`src/rtl/vag_pkg.sv`:
```
package vag_pkg;
  typedef enum logic [1:0] {
    VM_UNIT     = 2'b00,
    VM_STRIDE   = 2'b01,
    VM_INDEX    = 2'b10,
    VM_UNIT_ALT = 2'b11
  } vmode_e;
endpackage

```
`src/rtl/vag_elem_ctr.sv`:
```
module vag_elem_ctr #(
  parameter int LW = 7
) (
  input  logic          clk,
  input  logic          rst_n,
  input  logic          load,
  input  logic [LW-1:0] len_in,
  input  logic          step,
  output logic          busy,
  output logic [LW-1:0] cnt,
  output logic          last,
  output logic          done
);
  logic [LW-1:0] n_q;

  assign last = busy && (cnt == n_q - 1'b1);

  always_ff @(posedge clk or negedge rst_n) begin
    if (!rst_n) begin
      busy <= 1'b0;
      cnt  <= '0;
      n_q  <= '0;
      done <= 1'b0;
    end else begin
      done <= 1'b0;
      if (busy) begin
        if (step) begin
          if (last) begin
            busy <= 1'b0;
            done <= 1'b1;
          end else begin
            cnt <= cnt + 1'b1;
          end
        end
      end else if (load) begin
        cnt <= '0;
        n_q <= len_in;
        if (len_in == '0) done <= 1'b1;
        else              busy <= 1'b1;
      end
    end
  end

  assert_elem_bound_R1: assert property (@(posedge clk) disable iff (!rst_n)
    busy |-> (cnt < n_q));

  assert_elem_step_R1: assert property (@(posedge clk) disable iff (!rst_n)
    (busy && step && !last) |=> (busy && cnt == $past(cnt) + 1'b1));

  assert_done_after_last_R6: assert property (@(posedge clk) disable iff (!rst_n)
    (step && last) |=> (done && !busy));

  assert_zero_len_R7: assert property (@(posedge clk) disable iff (!rst_n)
    (!busy && load && len_in == '0) |=> (done && !busy));
endmodule

```
`src/rtl/vag_offset_gen.sv`:
```
module vag_offset_gen #(
  parameter int AW = 32
) (
  input  logic          clk,
  input  logic          rst_n,
  input  logic          clear,
  input  logic          adv,
  input  logic [AW-1:0] step_val,
  output logic [AW-1:0] offset
);
  always_ff @(posedge clk or negedge rst_n) begin
    if (!rst_n)     offset <= '0;
    else if (clear) offset <= '0;
    else if (adv)   offset <= offset + step_val;
  end
endmodule

```
`src/rtl/vec_addr_gen.sv`:
```
module vec_addr_gen
  import vag_pkg::*;
#(
  parameter int AW     = 32,
  parameter int MAXVL  = 64,
  parameter int EBYTES = 8,
  parameter int LENW   = 8,
  localparam int LW    = $clog2(MAXVL + 1),
  localparam int EW    = $clog2(MAXVL)
) (
  input  logic            clk,
  input  logic            rst_n,
  input  logic            start,
  input  logic [1:0]      mode,
  input  logic [AW-1:0]   base,
  input  logic [AW-1:0]   stride,
  input  logic [LENW-1:0] vlen,
  input  logic            idx_valid,
  input  logic [AW-1:0]   idx_data,
  output logic            idx_ready,
  output logic            addr_valid,
  input  logic            addr_ready,
  output logic [AW-1:0]   addr,
  output logic [EW-1:0]   elem,
  output logic            busy,
  output logic            done
);
  logic [AW-1:0] base_q, stride_q, offset, step_val;
  vmode_e        mode_q;
  logic [LW-1:0] len_c, cnt;
  logic          start_acc, is_idx, fire, last;

  assign start_acc = start && !busy;
  assign len_c     = (vlen > LENW'(MAXVL)) ? LW'(MAXVL) : LW'(vlen);

  always_ff @(posedge clk or negedge rst_n) begin
    if (!rst_n) begin
      base_q   <= '0;
      stride_q <= '0;
      mode_q   <= VM_UNIT;
    end else if (start_acc) begin
      base_q   <= base;
      stride_q <= stride;
      mode_q   <= vmode_e'(mode);
    end
  end

  assign is_idx     = (mode_q == VM_INDEX);
  assign step_val   = (mode_q == VM_STRIDE) ? stride_q : AW'(EBYTES);
  assign addr_valid = busy && (!is_idx || idx_valid);
  assign idx_ready  = busy && is_idx && addr_ready;
  assign fire       = addr_valid && addr_ready;
  assign addr       = base_q + (is_idx ? idx_data : offset);
  assign elem       = cnt[EW-1:0];

  vag_elem_ctr #(.LW(LW)) u_ctr (
    .clk(clk), .rst_n(rst_n), .load(start_acc), .len_in(len_c),
    .step(fire), .busy(busy), .cnt(cnt), .last(last), .done(done)
  );

  vag_offset_gen #(.AW(AW)) u_off (
    .clk(clk), .rst_n(rst_n), .clear(start_acc), .adv(fire && !is_idx),
    .step_val(step_val), .offset(offset)
  );

  assert_hold_R5: assert property (@(posedge clk) disable iff (!rst_n)
    (addr_valid && !addr_ready && !is_idx) |=>
      (addr_valid && $stable(addr) && $stable(elem)));

  assert_valid_needs_busy_R4: assert property (@(posedge clk) disable iff (!rst_n)
    (addr_valid || idx_ready) |-> busy);

  assert_start_ignored_R8: assert property (@(posedge clk) disable iff (!rst_n)
    (busy && start && !last) |=> ($stable(base_q) && $stable(stride_q) && $stable(mode_q)));
endmodule

```
`config.mk`:
```
export PLATFORM = sky130hd
export DESIGN_NAME = vec_addr_gen
export DESIGN_NICKNAME = d
export VERILOG_FILES = /design/src/rtl/vag_pkg.sv /design/src/rtl/vag_elem_ctr.sv /design/src/rtl/vag_offset_gen.sv /design/src/rtl/vec_addr_gen.sv
export SDC_FILE = /design/constraint.sdc
export NUM_CORES = 1
export LEC_CHECK = 0
export BUFFER_PORTS_ARGS = -buffer_cell sky130_fd_sc_hd__buf_2
export CAP_MARGIN = 15
export CORE_ASPECT_RATIO = 0.7
export CORE_MARGIN = 1.5
export CORE_UTILIZATION = 50
export DETAILED_ROUTE_END_ITERATION = 7
export GPL_TIMING_DRIVEN = 0
export HOLD_SLACK_MARGIN = 0.05
export PLACE_DENSITY = 0.73
export SLEW_MARGIN = 20
export SYNTH_ARGS = -nofsm -noshare
export SYNTH_HDL_FRONTEND = slang
export SYNTH_SLANG_ARGS = --single-unit
```
`constraint.sdc`:
```
create_clock -name clk -period 7.75 [get_ports clk]
set_input_delay 1.1625 -clock clk [delete_from_list [all_inputs] [get_ports clk]]
set_output_delay 1.1625 -clock clk [all_outputs]
set_load 0.01 [all_outputs]
```
==> flow_metrics.env <==
export IMPL_status="complete, no violations"
export IMPL_cts_htree_levels=4
export IMPL_ys_seq_area_share_pct=33.3
export IMPL_cts_repair_resized=0
export IMPL_grt_overflow=0
export IMPL_place_area_um2=9650
export IMPL_cts_sinks=114
export IMPL_portBuffers=152
export IMPL_clock_latency_ns=0.43
export IMPL_drt_initial_drc_count=722
export IMPL_dp_cells=1481
export IMPL_path_clk_slew_ns=0.05
export IMPL_drive_gt1_share_pct=16.6
export IMPL_wire_per_inst_um=16.3
export IMPL_grt_setup_unrepaired="no"
export IMPL_crit_path_start_kind="flip-flop"
export IMPL_dp_slack_ns=2.61
export IMPL_ioPinCount=153
export IMPL_finalCritPeriodShare_pct=72.8
export IMPL_powerDensity_nw_per_um2=447
export IMPL_timing_fmax_mhz=177
export IMPL_drv_cap=0
export IMPL_synth_area_um2=8570
export IMPL_viasPerCell=5.50
export IMPL_fin_crit_ns=5.64
export IMPL_synth_cell_types=67
export IMPL_final_area_um2=10200
export IMPL_routed_top_layer="met4"
export IMPL_rr_worst_depth=14
export IMPL_grt_pass1_vias=7938
export IMPL_path_class="flip-flop to output port"
export IMPL_yosysWarnings=0
export IMPL_cts_root_buf="clkbuf_16"
export IMPL_core_um2=16500
export IMPL_finalWorstSetupSlack_ns=2.11
export IMPL_setup_viol=0
export IMPL_drc=0
export IMPL_cts_buffer_depth=2
export IMPL_wl_met3_um=2110
export IMPL_cts_tree="yes"
export IMPL_cp_data_required_time_ns=6.59
export IMPL_rows=39
export IMPL_hold_viol=0
export IMPL_timing_rr_end="u_off.offset[18]"
export IMPL_postRouteAntennaNets=0
export IMPL_die_area_um2=18000
export IMPL_hp_start="stride_q[6]"
export IMPL_fin_skew_ns=0.0108
export IMPL_dp_hpwl_um=19500
export IMPL_firstDrtPassIters=5
export IMPL_grt_max_degree=70
export IMPL_holdBufCountCts=0
export IMPL_arrival_ns=4.48
export IMPL_p_leak_nw=5.27
export IMPL_die_w_um=159
export IMPL_synth_fp_nets=1281
export IMPL_slew_violations=0
export IMPL_mostFrequentLayoutCell="nand2_1"
export IMPL_start_util_pct=51.8
export IMPL_track_usage_pct=28.4
export IMPL_grt_pass1_wl_um=40300
export IMPL_relSlewSlack_pct=45.9
export IMPL_final_cell_mix="nand2_1 (330), buf_2 (153), dfrtp_1 (114)"
export IMPL_critPathCaptureType="output port"
export IMPL_synth_edf_count=0
export IMPL_r2r_start="mode_q[1]"
export IMPL_hold_slack_ns=0.461
export IMPL_num_nets_final=1453
export IMPL_hold_depth=2
export IMPL_stdcell_count=1512
export IMPL_synth_area_per_cell_um2=7.77
export IMPL_cts_buffers=17
export IMPL_antenna_cells=0
export IMPL_syn_inst=1103
export IMPL_antenna_found_initial=0
export IMPL_wirelength_um=24600
export IMPL_wl_met1_um=11900
export IMPL_met2_length_um=10100
export IMPL_synthArstFlopShare_pct=100
export IMPL_hold_end="stride_q[6]"
export IMPL_ys_ff_latch=114
export IMPL_dieHeight_um=113
export IMPL_setup_tns_ns=0
export IMPL_place_congestion=0.906
export IMPL_postCtsSetupBuffers=0
export IMPL_area_growth_pct=19.2
export IMPL_ir_worst_vdd_mv=0.263
export IMPL_hold_class="flip-flop to flip-flop"
export IMPL_vias=8322
export IMPL_synthFlopType="dfrtp_1"
export IMPL_rrSetupSlack_ns=3.82
export IMPL_worstMarginPinSlew_ns=0.812
export IMPL_worstPathMaxFanout=10
-- cell families (layout without fill, tap and decap cells) --
kind of cell    Yosys count  count (layout)  share of synthesized area, %
compound gates          237             237                          18.2
xor+xnor                 58              58                          5.93
fa+ha+maj                67              67                          9.95
buf+inv                  87             271                          4.23
flops                   114             114                          33.3
mux                       4               4                         0.467
simple gates            536             536                          28.0
-- per-stage QoR --
stage / util (%) / total power [mW]
CTS: 61.8 / 4.55
global route: 61.8 / 4.94
floorplan: - / 2.93
global placement: 58.1 / 3.69
detailed placement: 58.3 / 3.75
finish: 61.8 / 4.57
-- registers in the layout (all words and copies together), names as in the netlist --
register	flops
base_q	32
stride_q	32
u_off.offset	32
u_ctr.cnt	7
u_ctr.n_q	7
mode_q	2
u_ctr.busy	1
u_ctr.done	1
-- synth_stat cells, types with 3 or more instances --
| library cell | number | area share [%] |
|---|---|---|
| nand2b_1 | 8 | 0.58 |
| o21ai_0 | 62 | 3.6 |
| clkbuf_1 | 48 | 2.1 |
| and4_1 | 3 | 0.31 |
| or3_1 | 6 | 0.44 |
| mux2i_1 | 4 | 0.47 |
| ha_1 | 65 | 9.5 |
| a22o_1 | 4 | 0.41 |
| nor2_1 | 45 | 2.0 |
| o31ai_1 | 5 | 0.44 |
| a21o_1 | 31 | 2.7 |
| nor2b_1 | 10 | 0.73 |
| o21ai_1 | 3 | 0.18 |
| or2_2 | 4 | 0.29 |
| and2_1 | 32 | 2.3 |
| nand4_1 | 7 | 0.51 |
| a31oi_1 | 8 | 0.58 |
| a21oi_1 | 56 | 3.3 |
| inv_1 | 29 | 1.3 |
| xor2_1 | 18 | 1.8 |
| a211oi_1 | 5 | 0.44 |
| o41ai_1 | 3 | 0.31 |
| nand3_1 | 47 | 2.7 |
| nand2_1 | 330 | 14 |
| buf_4 | 7 | 0.61 |
| a31o_2 | 3 | 0.31 |
| o211ai_1 | 9 | 0.79 |
| xnor2_1 | 40 | 4.1 |
| o21bai_1 | 14 | 1.2 |
| nand3b_1 | 3 | 0.26 |
| o21a_1 | 8 | 0.70 |
| nor3_1 | 16 | 0.93 |
| and3_1 | 9 | 0.66 |
| dfrtp_1 | 114 | 33 |
-- layer usage --
metal	vias up	track usage, %
met4	0	7.80
met1	3845	41.6
met5	-	0
li1	4120	-
met2	323	41.5
met3	34	6.95
-- worst max path at each step --
stage	from	to	slack, ns
6_report	mode_q[1]	addr[30]	2.11
5_1_grt	mode_q[1]	addr[30]	1.78
4_1_cts	mode_q[1]	addr[30]	2.11
3_5_place_dp	mode_q[1]	addr[30]	2.61
3_3_place_gp	idx_data[1]	addr[31]	2.67
2_1_floorplan	idx_data[1]	addr[31]	3.19
-- where the power goes --
group	leakage, nW	internal (mW)	switching, mW
Sequential	1.45	0.845	0.204
Combinational	3.55	1.12	1.63
Clock	0.271	0.485	0.281
Total	5.27	2.45	2.12
-- critical path: stages, from the launching register on --
cell	delay (ns)
dfrtp_1	0.38
nor2b_1	0.15
clkbuf_1	0.42
clkbuf_1	0.42
nand2_1	0.11
nand2_1	0.07
ha_1	0.17
inv_1	0.06
fa_1	0.40
nor2b_1	0.16
o31a_1	0.20
a21oi_1	0.13
a21oi_1	0.29
o21ai_0	0.23
o211a_1	0.31
o21ai_0	0.20
xor2_1	0.18
buf_2	0.15
-- cell type report --
| cell class | instances | area, µm² |
|---|---|---|
| clock buffer | 21 | 460 |
| tap | 225 | 282 |
| timing repair buffer | 153 | 795 |
| fill | 1524 | 6320 |
| clock inverter | 10 | 110 |
| multi-input combinational | 902 | 5360 |
| inverter | 29 | 109 |
| sequential | 114 | 2850 |
| buffer | 58 | 254 |
Power figures use the tool's default switching activity.
